===== config.mk =====
export PLATFORM = sky130hd
export DESIGN_NAME = ddc1_tx
export DESIGN_NICKNAME = d
export VERILOG_FILES = /design/src/rtl/ddc1_pkg.sv /design/src/rtl/ddc1_sync_edge.sv /design/src/rtl/ddc1_shifter.sv /design/src/rtl/ddc1_irq.sv /design/src/rtl/ddc1_tx.sv
export SDC_FILE = /design/constraint.sdc
export NUM_CORES = 1
export LEC_CHECK = 0
export CAP_MARGIN = 30
export CORE_UTILIZATION = 54
export DETAILED_ROUTE_END_ITERATION = 6
export HOLD_SLACK_MARGIN = 0.08
export PLACE_DENSITY = 0.82
export RECOVER_POWER = 50
export SYNTH_ARGS = -nofsm -noshare
export SYNTH_HDL_FRONTEND = slang
export SYNTH_SLANG_ARGS = --single-unit

===== constraint.sdc =====
create_clock -name clk_i -period 2.5 [get_ports clk_i]
set_clock_uncertainty 0.1 [all_clocks]
set_input_delay 0.25 -clock clk_i [delete_from_list [all_inputs] [get_ports clk_i]]
set_output_delay 0.25 -clock clk_i [all_outputs]
set_load 0.1 [all_outputs]

===== src/rtl/ddc1_pkg.sv =====
package ddc1_pkg;
  localparam int unsigned DDC1_DW      = 8;
  localparam int unsigned DDC1_SYNC_N  = 2;

  function automatic int unsigned cnt_width(input int unsigned dw);
    return $clog2(dw + 1);
  endfunction
endpackage


===== src/rtl/ddc1_sync_edge.sv =====
module ddc1_sync_edge #(
  parameter int unsigned STAGES  = ddc1_pkg::DDC1_SYNC_N,
  parameter bit          RST_VAL = 1'b0,
  parameter bit          FALL    = 1'b0
) (
  input  logic clk_i,
  input  logic rst_ni,
  input  logic async_i,
  output logic edge_o
);
  logic [STAGES:0] pipe_q;

  always_ff @(posedge clk_i or negedge rst_ni) begin
    if (!rst_ni) pipe_q <= {(STAGES+1){RST_VAL}};
    else         pipe_q <= {pipe_q[STAGES-1:0], async_i};
  end

  // pipe_q[STAGES-1] is the synchronised level, pipe_q[STAGES] its previous value
  generate
    if (FALL) begin : g_fall
      assign edge_o = !pipe_q[STAGES-1] && pipe_q[STAGES];
    end else begin : g_rise
      assign edge_o = pipe_q[STAGES-1] && !pipe_q[STAGES];
    end
  endgenerate
endmodule


===== src/rtl/ddc1_shifter.sv =====
module ddc1_shifter #(
  parameter int unsigned DW = ddc1_pkg::DDC1_DW
) (
  input  logic          clk_i,
  input  logic          rst_ni,
  input  logic          en_i,
  input  logic          tick_i,
  input  logic          wr_i,
  input  logic [DW-1:0] wdata_i,
  output logic          drive_low_o,
  output logic          empty_o
);
  localparam int unsigned CW = ddc1_pkg::cnt_width(DW);

  logic [DW-1:0] hold_q, shift_q;
  logic [CW-1:0] cnt_q;
  logic          drive_q, empty_q;
  logic          first, last;

  assign first = (cnt_q == '0);
  assign last  = (cnt_q == CW'(DW));

  always_ff @(posedge clk_i or negedge rst_ni) begin
    if (!rst_ni) begin
      hold_q  <= '1;
      shift_q <= '1;
      cnt_q   <= '0;
      drive_q <= 1'b0;
    end else begin
      if (wr_i) hold_q <= wdata_i;
      if (!en_i) begin
        cnt_q   <= '0;
        drive_q <= 1'b0;
      end else if (tick_i) begin
        if (first) begin
          drive_q <= ~hold_q[DW-1];
          shift_q <= {hold_q[DW-2:0], 1'b1};
          cnt_q   <= CW'(1);
        end else if (last) begin
          drive_q <= 1'b0;          // framing bit: line released
          cnt_q   <= '0;
        end else begin
          drive_q <= ~shift_q[DW-1];
          shift_q <= {shift_q[DW-2:0], 1'b1};
          cnt_q   <= cnt_q + CW'(1);
        end
      end
    end
  end

  always_ff @(posedge clk_i or negedge rst_ni) begin
    if (!rst_ni)                          empty_q <= 1'b1;
    else if (wr_i)                        empty_q <= 1'b0;
    else if (en_i && tick_i && first)     empty_q <= 1'b1;
  end

  assign drive_low_o = drive_q;
  assign empty_o     = empty_q;

  assert_cnt_range_R3: assert property (@(posedge clk_i) disable iff (!rst_ni)
    cnt_q <= CW'(DW));
  assert_ninth_release_R3: assert property (@(posedge clk_i) disable iff (!rst_ni)
    (en_i && tick_i && last) |=> (!drive_q && cnt_q == '0));
  assert_empty_on_load_R4: assert property (@(posedge clk_i) disable iff (!rst_ni)
    (en_i && tick_i && first && !wr_i) |=> empty_q);
  assert_write_clears_R4: assert property (@(posedge clk_i) disable iff (!rst_ni)
    wr_i |=> !empty_q);
  assert_disable_resets_R6: assert property (@(posedge clk_i) disable iff (!rst_ni)
    !en_i |=> (!drive_q && cnt_q == '0));
endmodule


===== src/rtl/ddc1_irq.sv =====
module ddc1_irq (
  input  logic clk_i,
  input  logic rst_ni,
  input  logic en_i,
  input  logic scl_fall_i,
  input  logic scl_clr_i,
  input  logic empty_i,
  input  logic empty_ie_i,
  input  logic scl_ie_i,
  output logic scl_flag_o,
  output logic irq_o
);
  logic flag_q;

  // a new edge wins over a clear in the same cycle
  always_ff @(posedge clk_i or negedge rst_ni) begin
    if (!rst_ni)                   flag_q <= 1'b0;
    else if (scl_fall_i && en_i)   flag_q <= 1'b1;
    else if (scl_clr_i)            flag_q <= 1'b0;
  end

  assign scl_flag_o = flag_q;
  assign irq_o      = (empty_i && empty_ie_i) || (flag_q && scl_ie_i);

  assert_fall_sets_R8: assert property (@(posedge clk_i) disable iff (!rst_ni)
    (scl_fall_i && en_i) |=> flag_q);
  assert_flag_sticky_R9: assert property (@(posedge clk_i) disable iff (!rst_ni)
    (flag_q && !scl_clr_i) |=> flag_q);
  assert_flag_needs_edge_R8: assert property (@(posedge clk_i) disable iff (!rst_ni)
    (!flag_q && !(scl_fall_i && en_i)) |=> !flag_q);
endmodule


===== src/rtl/ddc1_tx.sv =====
module ddc1_tx #(
  parameter int unsigned DW     = ddc1_pkg::DDC1_DW,
  parameter int unsigned SYNC_N = ddc1_pkg::DDC1_SYNC_N
) (
  input  logic          clk_i,
  input  logic          rst_ni,
  input  logic          en_i,
  input  logic          wr_i,
  input  logic [DW-1:0] wdata_i,
  input  logic          empty_ie_i,
  input  logic          scl_ie_i,
  input  logic          scl_clr_i,
  input  logic          vsync_i,
  input  logic          scl_i,
  output logic          sda_oe_o,
  output logic          empty_o,
  output logic          scl_flag_o,
  output logic          irq_o
);
  logic vs_rise, scl_fall, drive_low, empty;

  ddc1_sync_edge #(.STAGES(SYNC_N), .RST_VAL(1'b0), .FALL(1'b0)) u_vs_sync (
    .clk_i(clk_i), .rst_ni(rst_ni), .async_i(vsync_i), .edge_o(vs_rise));

  ddc1_sync_edge #(.STAGES(SYNC_N), .RST_VAL(1'b1), .FALL(1'b1)) u_scl_sync (
    .clk_i(clk_i), .rst_ni(rst_ni), .async_i(scl_i), .edge_o(scl_fall));

  ddc1_shifter #(.DW(DW)) u_shift (
    .clk_i(clk_i), .rst_ni(rst_ni), .en_i(en_i), .tick_i(vs_rise),
    .wr_i(wr_i), .wdata_i(wdata_i), .drive_low_o(drive_low), .empty_o(empty));

  ddc1_irq u_irq (
    .clk_i(clk_i), .rst_ni(rst_ni), .en_i(en_i), .scl_fall_i(scl_fall),
    .scl_clr_i(scl_clr_i), .empty_i(empty), .empty_ie_i(empty_ie_i),
    .scl_ie_i(scl_ie_i), .scl_flag_o(scl_flag_o), .irq_o(irq_o));

  // open drain: only a pull-low enable, gated so disable releases at once
  assign sda_oe_o = drive_low && en_i;
  assign empty_o  = empty;

  assert_pull_only_enabled_R7: assert property (@(posedge clk_i) disable iff (!rst_ni)
    sda_oe_o |-> en_i);
  assert_pin_moves_on_tick_R2: assert property (@(posedge clk_i) disable iff (!rst_ni)
    (en_i && $past(en_i) && !$past(vs_rise)) |-> $stable(sda_oe_o));
endmodule


# Word-level counts from Yosys, hierarchy flattened
# Cells that the tools add are included.
[word_totals] reg_bits=29 in_bits=17 output_inout_bits=4 wordCells=43
[classes] n_addsub=1 eq_ne=3 n_mux=14 bitwise_logic=2 n_reduce_logical=15
[op_table] cell="$mux 4" count=4
[op_table] cell="$mux 8" count=2
[op_table] cell="$logic_and 1x1->1" count=8
[op_table] cell="$mux 1" count=8
[op_table] cell="$add 4x1->4 const B" count=1
[op_table] cell="$eq 4x4->1 const B" count=1
[op_table] cell="$logic_not 4->1" count=1
[op_table] cell="$ne 2x1->1 const B" count=2
[op_table] cell="$reduce_bool 2->1" count=2
[op_table] cell="$reduce_and 3->1" count=1
[op_table] cell="$logic_not 1->1" count=2
[op_table] cell="$not 1->1" count=2
[op_table] cell="$logic_or 1x1->1" count=1

# Logic depth before layout (Yosys ltp)
[depth] ltp_word=6 ltp_mapped=6 depth_no_buf=5

# Modules after synthesis
# Synthesis repeated with hierarchy kept, for this count alone.
[hier_totals] hier_cells=91 area_unflattened_um2=1227.4
[modules_own_cells] mod="ddc1_shifter" instances=1 cells_each=77 area_per_inst_um2=993.5 seq_area_each_um2=545.5
[modules_own_cells] mod="ddc1_sync_edge (u_scl_sync)" instances=1 cells_each=4 area_per_inst_um2=92.6 seq_area_each_um2=78.8
[modules_own_cells] mod="ddc1_sync_edge (u_vs_sync)" instances=1 cells_each=4 area_per_inst_um2=88.8 seq_area_each_um2=75.1
[modules_own_cells] mod="ddc1_irq" instances=1 cells_each=5 area_per_inst_um2=46.3 seq_area_each_um2=25.0
[modules_own_cells] mod="ddc1_tx" instances=1 cells_each=1 area_per_inst_um2=6.3 seq_area_each_um2=0.0

# Worst setup path before layout
# Ideal clock, no wire load.
[synth_path] kind="reg-to-output" start="reg u_irq.flag_q (netlist: u_irq.scl_flag_o)" end="out irq_o" t_arrival_ps=1793 required_time_ps=2150 setup_slack_ps=357 stages_incl_launch_ff=2 path_buffers=0 path_cell_list="dfrtp_1 > a22o_1"
[synth_between] elab_chain_cells=2
[synth_lines] item="from (decl)" line="ddc1_irq.sv:13" rtl="logic flag_q;"
[synth_lines] item="from (signal assigned)" line="ddc1_irq.sv:17" rtl="if (!rst_ni) flag_q <= 1'b0;"
[synth_lines] item="from (signal assigned)" line="ddc1_irq.sv:18" rtl="else if (scl_fall_i && en_i) flag_q <= 1'b1;"
[synth_lines] item="from (signal assigned)" line="ddc1_irq.sv:19" rtl="else if (scl_clr_i) flag_q <= 1'b0;"
[synth_lines] item="$logic_and 1x1->1" line="ddc1_irq.sv:23" rtl="assign irq_o = (empty_i && empty_ie_i) || (flag_q && scl_ie_i);"
[synth_lines] item="$logic_or 1x1->1" line="ddc1_irq.sv:23"
[synth_lines] item="to (decl)" line="ddc1_tx.sv:18" rtl="output logic irq_o"
# Every way passes these cells.

# Worst setup path after layout
[layout_path] start="reg u_shift.cnt_q[0]" end="reg u_shift.shift_q[1]"
[layout_between] elab_chain_cells=3 elab_cells_between_ends=5 classes_between="eq/ne: 2; mux: 1; reduce/logical: 2"
[layout_lines] item="from (decl)" line="ddc1_shifter.sv:16" rtl="logic [CW-1:0] cnt_q;"
[layout_lines] item="from (signal assigned)" line="ddc1_shifter.sv:45" rtl="cnt_q <= cnt_q + CW'(1);"
[layout_lines] item="$eq 4x4->1 or $logic_not 4->1 (tied branches)" line="ddc1_shifter.sv:21, ddc1_shifter.sv:20"
[layout_lines] item="$ne 2x1->1 (no source line)"
[layout_lines] item="$reduce_and 3->1 (no source line)"
[layout_lines] item="to (signal assigned)" line="ddc1_shifter.sv:37" rtl="shift_q <= {hold_q[DW-2:0], 1'b1};"
[layout_lines] item="to (signal assigned)" line="ddc1_shifter.sv:44" rtl="shift_q <= {shift_q[DW-2:0], 1'b1};"
[layout_lines] item="to (decl)" line="ddc1_shifter.sv:15" rtl="logic [DW-1:0] hold_q, shift_q;"
# Several ways; a longest one is shown, not always the timed one.
# A chain may end at the register's enable or synchronous reset.

==> flow_summary.ini <==
[outcome]
outcome = finished clean

[setup_path]
path_buf_inv = 1
cpMaxStageDelayCell = nor2b_1
cpPeakStageDelay_ns = 0.62
critical_path_arrival_ns = 2.08
path_cells = inv_1, ha_1, nor2b_1, a21oi_2, o32a_1
critPathKind = register to register
required_ns = 2.66
start_kind = register
path_max_fanout = 11
critical_path.top_delay_family = simple AND/OR/NAND/NOR gates
end_kind = register

[die]
die-area_um2 = 2359
io_pins = 21
initial_core_util_pct = 58.50
num_rows = 16
core_area_um2 = 2002
dieHeight_um = 48.57
dieWidth_um = 48.57

[worst_hold_path]
min_path_type = register to register

[cts]
numCtsBuffers = 3
htreeDepth = 1
clk_latency_ns = 0.31
clockRootBuffer = clkbuf_4
cts_tree = yes
post_cts_buffers = 0
cts_resized = 0
ctsHoldBuffers = 0
clk_path_buf_depth = 2
cts.clk_slew.worst_paths_ns = 0.14
cts_sinks = 28

[placed_design]
routabilityCongestion = 0.7602
dp_hpwl_mm = 1.556
port_buffers = 20

[layout]
final_layout_size_suffix_gt1_share_pct = 32.74
fin_util_pct = 70.19
nets = 133
n_antenna_cell = 0
synthToLayoutAreaGrowth_pct = 19.98
layout_common_cells = 19 x dfstp_2, 13 x clkdlybuf4s50_1, 9 x dfrtp_1
n_fill_cell = 143
layout_commonest_cell = dfstp_2

[synth]
synth.distinct_cells = 29
yosys_warnings = 0
syn-cell-area_um2 = 1171
yosys-top-cells-area = dfstp_2 43%, dfrtp_1 19%, mux2_2 7.7%, a2bb2oi_1 4.5%, o22ai_1 3.2%
seq_area_frac_synth_pct = 61.86
synth_top_cell_area_share_pct = 42.63
synth-seq-cells = 28
syn-num-nets = 110
synthCells = 91
yosysTopAreaCell = dfstp_2
syn_avg_cell_area_um2 = 12.87

[sta]
slew_violations = 0
fin_tns_setup_ns = 0
final.min_clock_period_ns = 1.919
rsz0062_at_grt = false
finalHoldViolCount = 0
max_clock_freq_ghz = 0.5212
worst_pin_slew_ns = 1.411
period_share_pct = 76.74
finalSetupViolations = 0
maxSlewHeadroom_pct = 5.900

[grt]
grt_pass1_wl_mm = 3.477
grtUsageTotal_pct = 19.28
overflow = 0
grt_max_degree = 29
antenna_found_initial = 0
grt_pass1_vias = 804

[pwr]
p_leak_nw = 0.5622
p_per_area_nw_per_um2 = 642.6
ir_drop_uv = 579.6

[detailed_routing]
viasPerCell = 5.557
drt_wl_total_mm = 2.062
first_pass_iters = 4
drc = 0
antenna_left = 0
wl_per_cell_um = 14.73
vias = 778
first_iter_violations = 18

[job]
max_cap_viol_count = 0
[final timing paths]
| kind | endpoint | cells past startpoint | slack (ns) | from |
|---|---|---|---|---|
| min in group asynchronous | u_irq.scl_flag_o$_DFFE_PN0P_ | 2 | 0.68 | rst_ni |
| min reg2reg | u_scl_sync.pipe_q[1]$_DFF_PN1_ | 0 | 0.27 | u_scl_sync.pipe_q[0]$_DFF_PN1_ |
| max in group asynchronous | u_shift.cnt_q[3]$_DFFE_PN0P_ | 2 | 0.81 | rst_ni |
| max | u_shift.shift_q[1]$_DFFE_PN1P_ | 5 | 0.58 | u_shift.cnt_q[0]$_DFFE_PN0P_ |
| max reg2reg | u_shift.shift_q[1]$_DFFE_PN1P_ | 5 | 0.58 | u_shift.cnt_q[0]$_DFFE_PN0P_ |
| min | u_scl_sync.pipe_q[1]$_DFF_PN1_ | 0 | 0.27 | u_scl_sync.pipe_q[0]$_DFF_PN1_ |
[layer usage]
metal | wire (µm) | part of all wire (%) | global-route usage [%] | vias to the layer above
met4 | 13 | 0.63 | 4.412 | 0
met2 | 1106 | 54 | 34.98 | 16
met5 | 0 | 0 | 0 | -
li1 | - | - | - | 374
met3 | 68 | 3.3 | 3.774 | 2
met1 | 873 | 42 | 23.64 | 386
[synthesized netlist by cell type (all sizes together)]
library cell and number:
dfstp 19, dfrtp 9, mux2 8, a2bb2oi 6, o22ai 6, inv 5
a21oi 4, nand2 4, a31oi 3, nand3b 3, nor2 3, o21ai 3
buf 2, ha 2, nor2b 2, a22o 1, and2 1, clkbuf 1
nand2b 1, nand3 1, o21a 1, o21ba 1, o32a 1, or2 1
or3 1, or3b 1, or4 1
[flip-flops by register name, indices dropped and copies added (netlist names)]
signal               flops
u_shift.shift_q          7
u_shift.empty_o          1
u_shift.cnt_q            4
u_scl_sync.pipe_q        3
u_vs_sync.pipe_q         3
u_shift.hold_q           8
u_shift.drive_low_o      1
u_irq.scl_flag_o         1
[through the flow]
step           cell area (µm²)  worst slack (ns)  std cells  hold slack [ns]  power, mW
4_1_cts                   1409            0.5722        140           0.1964     0.9069
5_1_grt                   1405            0.4635        140           0.2757     0.9399
2_1_floorplan             1171            0.3568         91          -0.1456     0.6696
3_3_place_gp              1383            0.7287        136           0.2327     0.7208
6_report                  1405            0.5815        140           0.2714     0.9029
3_5_place_dp              1383            0.6150        136           0.2469     0.7291
[where the power goes]
part	internal [mW]	switching [mW]
clock network	0.0623	0.121
registers	0.530	0.0284
logic	0.0761	0.0846
total	0.669	0.234
[cells by family (layout without fill, tap and decap cells)]
group           Yosys count  after routing  synth area share (%)
flops                    28             28                 61.86
simple gates             19             19                 9.295
buf+inv                   8             30                 3.311
compound gates           26             26                 15.71
mux                       8              8                 7.693
fa+ha+maj                 2              2                 2.136
[cell type report]
type | count | area, µm² | share of cell area (%)
Tap cell | 27 | 33.78 | 2.404
Timing Repair Buffer | 21 | 193.9 | 13.80
Inverter | 5 | 18.77 | 1.336
Sequential cell | 28 | 724.4 | 51.56
Multi-Input combinational cell | 55 | 407.9 | 29.03
Clock buffer | 4 | 26.28 | 1.870
(Power assumes the default switching activity.)
